**config.mk**
```make
export PLATFORM = sky130hd
export DESIGN_NAME = audio_mode_ctrl
export DESIGN_NICKNAME = d
export VERILOG_FILES = /design/src/rtl/amc_pkg.sv /design/src/rtl/amc_sync2.sv /design/src/rtl/amc_step_cnt.sv /design/src/rtl/amc_zero_run.sv /design/src/rtl/audio_mode_ctrl.sv
export SDC_FILE = /design/constraint.sdc
export NUM_CORES = 1
export LEC_CHECK = 0
export BUFFER_PORTS_ARGS = -buffer_cell sky130_fd_sc_hd__buf_2
export CAP_MARGIN = 30
export CORE_ASPECT_RATIO = 0.6
export CORE_UTILIZATION = 45
export CTS_CLUSTER_DIAMETER = 50
export DETAILED_ROUTE_END_ITERATION = 6
export PLACE_DENSITY_LB_ADDON = 0.2
export SLEW_MARGIN = 20
export SYNTH_ARGS = -nofsm -noshare
export SYNTH_HDL_FRONTEND = slang
export SYNTH_SLANG_ARGS = --single-unit
```
**constraint.sdc**
```tcl
create_clock -name clk -period 2.5 [get_ports clk]
set_input_delay 0.125 -clock clk [delete_from_list [all_inputs] [get_ports clk]]
set_output_delay 0.125 -clock clk [all_outputs]
set_load 0.01 [all_outputs]
```
**src/rtl/amc_pkg.sv**
```systemverilog
package amc_pkg;

    typedef enum logic [3:0] {
        M_INIT      = 4'd0,
        M_WAIT_RJ   = 4'd1,
        M_LOAD_RJ   = 4'd2,
        M_WAIT_COEF = 4'd3,
        M_LOAD_COEF = 4'd4,
        M_WAIT_IN   = 4'd5,
        M_RUN       = 4'd6,
        M_FLUSH     = 4'd7,
        M_SLEEP     = 4'd8
    } mode_e;

    typedef struct packed {
        logic tables;
        logic hist;
    } clr_t;

    typedef struct packed {
        logic rj;
        logic coef;
        logic comp;
    } en_t;

    function automatic logic mode_ready(mode_e m);
        return (m != M_INIT) && (m != M_FLUSH) && (m != M_SLEEP);
    endfunction

    function automatic int unsigned idx_width(int unsigned n);
        return (n < 2) ? 1 : $clog2(n);
    endfunction

endpackage

```
**src/rtl/amc_sync2.sv**
```systemverilog
module amc_sync2 (
    input  logic clk,
    input  logic rst,
    input  logic din,
    output logic dout
);
    logic meta_q;
    logic hold_q;

    always_ff @(posedge clk) begin
        if (rst) begin
            meta_q <= 1'b0;
            hold_q <= 1'b0;
        end else begin
            meta_q <= din;
            hold_q <= meta_q;
        end
    end

    assign dout = hold_q;
endmodule

```
**src/rtl/amc_step_cnt.sv**
```systemverilog
module amc_step_cnt #(
    parameter int unsigned LIMIT = 16,
    parameter int unsigned IDX_W = amc_pkg::idx_width(LIMIT)
) (
    input  logic             clk,
    input  logic             rst,
    input  logic             clr,
    input  logic             inc,
    output logic [IDX_W-1:0] idx
);
    localparam logic [IDX_W-1:0] TOP = IDX_W'(LIMIT - 1);

    always_ff @(posedge clk) begin
        if (rst || clr) begin
            idx <= '0;
        end else if (inc) begin
            idx <= (idx == TOP) ? '0 : idx + 1'b1;
        end
    end
endmodule

```
**src/rtl/amc_zero_run.sv**
```systemverilog
module amc_zero_run #(
    parameter int unsigned RUN_LEN = 800,
    parameter int unsigned CNT_W   = $clog2(RUN_LEN + 1)
) (
    input  logic             clk,
    input  logic             rst,
    input  logic             clr,
    input  logic             vld,
    input  logic             quiet,
    output logic [CNT_W-1:0] cnt,
    output logic             run_done
);
    localparam logic [CNT_W-1:0] SAT  = CNT_W'(RUN_LEN);
    localparam logic [CNT_W-1:0] LAST = CNT_W'(RUN_LEN - 1);

    always_ff @(posedge clk) begin
        if (rst || clr) begin
            cnt <= '0;
        end else if (vld) begin
            if (!quiet) begin
                cnt <= '0;
            end else if (cnt != SAT) begin
                cnt <= cnt + 1'b1;
            end
        end
    end

    assign run_done = vld && quiet && (cnt == LAST);
endmodule

```
**src/rtl/audio_mode_ctrl.sv**
```systemverilog
module audio_mode_ctrl
    import amc_pkg::*;
#(
    parameter int unsigned SMP_W      = 16,
    parameter int unsigned RJ_WORDS   = 16,
    parameter int unsigned COEF_WORDS = 512,
    parameter int unsigned ZERO_RUN   = 800,
    parameter int unsigned INIT_CYC   = 8,
    localparam int unsigned ADDR_W    = idx_width((COEF_WORDS > RJ_WORDS) ? COEF_WORDS : RJ_WORDS),
    localparam int unsigned RJ_W      = idx_width(RJ_WORDS),
    localparam int unsigned COEF_W    = idx_width(COEF_WORDS),
    localparam int unsigned INIT_W    = idx_width(INIT_CYC),
    localparam int unsigned ZC_W      = $clog2(ZERO_RUN + 1)
) (
    input  logic              clk,
    input  logic              rst,
    input  logic              start_a,
    input  logic              flush_n,
    input  logic              frame_seen,
    input  logic              word_vld,
    input  logic              smp_vld,
    input  logic [SMP_W-1:0]  smp_l,
    input  logic [SMP_W-1:0]  smp_r,
    output logic [3:0]        mode,
    output logic              in_ready,
    output logic              rj_we,
    output logic              coef_we,
    output logic [ADDR_W-1:0] load_addr,
    output logic              compute_en,
    output logic              clr_tables,
    output logic              clr_hist
);

    mode_e            state_q, state_d;
    logic             start_s;
    logic [INIT_W-1:0] init_idx;
    logic [RJ_W-1:0]   rj_idx;
    logic [COEF_W-1:0] coef_idx;
    logic [ZC_W-1:0]   zcnt;
    logic              run_done;
    logic              quiet;
    logic              init_last, rj_last, coef_last;
    en_t               en;
    clr_t              clr;

    amc_sync2 u_start_sync (
        .clk  (clk),
        .rst  (rst),
        .din  (start_a),
        .dout (start_s)
    );

    amc_step_cnt #(.LIMIT(INIT_CYC)) u_init_cnt (
        .clk (clk),
        .rst (rst),
        .clr (start_s || (state_q != M_INIT)),
        .inc (state_q == M_INIT),
        .idx (init_idx)
    );

    amc_step_cnt #(.LIMIT(RJ_WORDS)) u_rj_cnt (
        .clk (clk),
        .rst (rst),
        .clr (state_q == M_INIT),
        .inc (en.rj),
        .idx (rj_idx)
    );

    amc_step_cnt #(.LIMIT(COEF_WORDS)) u_coef_cnt (
        .clk (clk),
        .rst (rst),
        .clr (state_q == M_INIT),
        .inc (en.coef),
        .idx (coef_idx)
    );

    assign quiet = (smp_l == '0) && (smp_r == '0);

    amc_zero_run #(.RUN_LEN(ZERO_RUN)) u_zero (
        .clk      (clk),
        .rst      (rst),
        .clr      ((state_q == M_INIT) || (state_q == M_FLUSH)),
        .vld      (smp_vld && ((state_q == M_RUN) || (state_q == M_SLEEP))),
        .quiet    (quiet),
        .cnt      (zcnt),
        .run_done (run_done)
    );

    assign init_last = !start_s && (init_idx == INIT_W'(INIT_CYC - 1));
    assign rj_last   = en.rj   && (rj_idx   == RJ_W'(RJ_WORDS - 1));
    assign coef_last = en.coef && (coef_idx == COEF_W'(COEF_WORDS - 1));

    always_comb begin
        en.rj   = word_vld && (state_q == M_LOAD_RJ);
        en.coef = word_vld && (state_q == M_LOAD_COEF);
        en.comp = smp_vld && ((state_q == M_RUN) || ((state_q == M_SLEEP) && !quiet));
    end

    always_comb begin
        clr.tables = (state_q == M_INIT);
        clr.hist   = (state_q == M_INIT) || (state_q == M_FLUSH);
    end

    always_comb begin
        state_d = state_q;
        if (start_s) begin
            state_d = M_INIT;
        end else begin
            unique case (state_q)
                M_INIT:      if (init_last)  state_d = M_WAIT_RJ;
                M_WAIT_RJ:   if (frame_seen) state_d = M_LOAD_RJ;
                M_LOAD_RJ:   if (rj_last)    state_d = M_WAIT_COEF;
                M_WAIT_COEF: if (frame_seen) state_d = M_LOAD_COEF;
                M_LOAD_COEF: if (coef_last)  state_d = M_WAIT_IN;
                M_WAIT_IN:   if (frame_seen) state_d = M_RUN;
                M_RUN: begin
                    if (!flush_n)      state_d = M_FLUSH;
                    else if (run_done) state_d = M_SLEEP;
                end
                M_SLEEP: begin
                    if (!flush_n)                  state_d = M_FLUSH;
                    else if (smp_vld && !quiet)    state_d = M_RUN;
                end
                M_FLUSH:     if (flush_n)    state_d = M_WAIT_IN;
                default:                     state_d = M_INIT;
            endcase
        end
    end

    always_ff @(posedge clk) begin
        if (rst) state_q <= M_INIT;
        else     state_q <= state_d;
    end

    assign mode       = state_q;
    assign in_ready   = mode_ready(state_q);
    assign rj_we      = en.rj;
    assign coef_we    = en.coef;
    assign compute_en = en.comp;
    assign clr_tables = clr.tables;
    assign clr_hist   = clr.hist;
    assign load_addr  = (state_q == M_LOAD_RJ) ? ADDR_W'(rj_idx) : ADDR_W'(coef_idx);

endmodule

```
==> reports/metrics.yaml <==
status: "complete, no violations"
yosys.cell_types.count: 55
yosys.area.top_type: "dfxtp_1"
end_kind: "output port"
drive_gt1_share_pct: 29.7
rows: 17
ant_nets: 0
syn_avg_cell_area_sq_um: 8.51
fin_worst_skew_ns: 0.00661
die-area_sq_um: 4510
clkTransAtPathRegs_ns: 0.07
gp_congestion: 0.850
dp_hpwl_um: 3570
dieWidth_um: 86.0
required_ns: 2.38
wire_per_inst_um: 14.0
syn-num-nets: 270
fmax_mhz: 432
post_cts_buffers: 0
synth_common_cells: "32 x dfxtp_1, 26 x nor2_1, 18 x nand2_1"
yosys_warnings: 0
maxCapViolCount: 0
clk_path_buf_depth: 2
n_fill_cell: 350
synth_edf_count: 0
postSynthCellCount: 224
p_per_area_nw_per_um2: 739
cts_tree: "done"
num_vias: 1884
grt.total_usage_pct: 22.8
setup.worst_path.class: "register to output port"
yosys.area.top_type_share_pct: 33.6
setup_viol: 0
via_per_inst: 5.54
clockRootBuffer: "clkbuf_8"
wl_um: 4750
clock_sinks: 32
maxSlewHeadroom_pct: 58.9
syn_area_sq_um: 1910
post_cts_resized: 0
antenna_cells: 0
synthTopCellsByArea: "dfxtp_1 34%, nor2_1 5.1%, ha_1 4.6%, nor4_1 4.3%, nand2_1 3.5%"
route.detailed.drc: 0
ys_seq_area_share_pct: 33.6
fin_nets: 328
min_period_ns: 2.31
worstPathArrival_ns: 2.19
htree_levels: 2
insertion_delay_ns: 0.28
dr.pass1.iters: 4
vdd_ir_drop_max_mv: 0.380
ctsHoldBuffers: 0
grt_max_degree: 18
cts-buffers-inserted: 5
synth_top_flop_cell: "dfxtp_1"
grt_pass1_vias: 1617
stdcell_area_sq_um: 2360
async_flop_share_pct: 0
io_buffers: 57
ys_ff_latch: 32
hp-class: "input port to register"
core_sq_um: 3850
tightestPinTransition_ns: 0.611
drv_slew: 0
drt_iter0_drc: 122
ios: 58
grt_overflow: 0
area_delta_synth_final_pct: 23.6
setup-tns-final_ns: 0
antenna_found_initial: 0
start_util_pct: 49.5
cp-start-kind: "register"
fin_crit_sh_pct: 92.6
die_h_um: 52.4
critPathMaxFanout: 15
p_leak_nw: 0.961
yosysMostFrequentCell: "dfxtp_1"
grt_pass1_wl_um: 7830
rsz0062_at_grt: "false"
hold_viol_final: 0
post_dp_cell_area_sq_um: 2230
## final timing paths
check | end | slack (ns) | depth (start not counted) | startpoint
min reg2reg | u_init_cnt.idx[0] | 0.44 | 1 | u_init_cnt.idx[0]
max reg2reg | mode[1] | 0.35 | 5 | mode[3]
min | u_start_sync.meta_q | 0.06 | 2 | start_a
max | load_addr[1] | 0.19 | 4 | mode[1]
## layout make-up
type	count	area (sq um)	share of cell area, %
Clock buffer	7	96.3	4.09
Clock inverter	1	30.0	1.27
Timing Repair Buffer	60	308	13.1
Inverter	6	22.5	0.956
Multi-Input combinational cell	177	1190	50.4
Sequential cell	32	641	27.2
Tap cell	57	71.3	3.03
## layout by cell type, fill, tap and decap left out, types with 7 or more instances in the layout
cell	count
dfxtp_1	32
nand4_1	9
clkbuf_8	7
nand2_1	18
xor2_1	7
ha_1	7
buf_2	57
nor2_1	26
nor2b_1	8
nor4_1	13
a21oi_1	11
nor3_1	8
## registers in the layout, summed over array words and instances (netlist names)
| name | count |
|---|---|
| u_coef_cnt.idx | 9 |
| u_init_cnt.idx | 3 |
| u_start_sync.dout | 1 |
| u_rj_cnt.idx | 4 |
| u_zero.cnt | 10 |
| mode | 4 |
| u_start_sync.meta_q | 1 |
## critical path, cell delays in order (launching register included)
cell	delay, ns
dfxtp_1	0.68
nor4b_2	0.48
buf_4	0.26
mux2_2	0.34
buf_2	0.14
## metal layers
metal / global-route usage (%) / up-vias / wire (um)
li1: - / 939 / -
met1: 33.1 / 876 / 2410
met2: 33.7 / 65 / 2000
met3: 4.88 / 4 / 303
met4: 6.67 / 0 / 37
met5: 0 / - / 0
## per-stage QoR
step	total power, mW	instances	util [%]	worst slack, ns	hold slack, ns
floorplan	1.00	224	-	0.629	0.197
global placement	1.19	332	57.9	0.503	0.336
detailed placement	1.19	332	57.9	0.455	0.351
CTS	1.75	340	61.2	0.199	0.0508
global route	1.85	340	61.2	0.0749	0.0775
finish	1.74	340	61.2	0.186	0.0580
## where the power goes
part | internal [mW] | switching, mW | leakage (nW)
logic | 0.244 | 0.325 | 0.637
registers | 0.543 | 0.0851 | 0.259
clock network | 0.352 | 0.192 | 0.0645
total | 1.14 | 0.602 | 0.961
## logic make-up (layout without fill, tap and decap cells)
| logic type | after synthesis | count (layout) | share of synthesized area (%) |
|---|---|---|---|
| compound gates | 34 | 34 | 12.1 |
| xor+xnor | 13 | 13 | 5.97 |
| fa+ha+maj | 7 | 7 | 4.59 |
| buf+inv | 15 | 74 | 4.13 |
| flops | 32 | 32 | 33.6 |
| mux | 9 | 9 | 4.99 |
| simple gates | 114 | 114 | 34.6 |
Note: power is estimated with default switching activity, not from simulation.
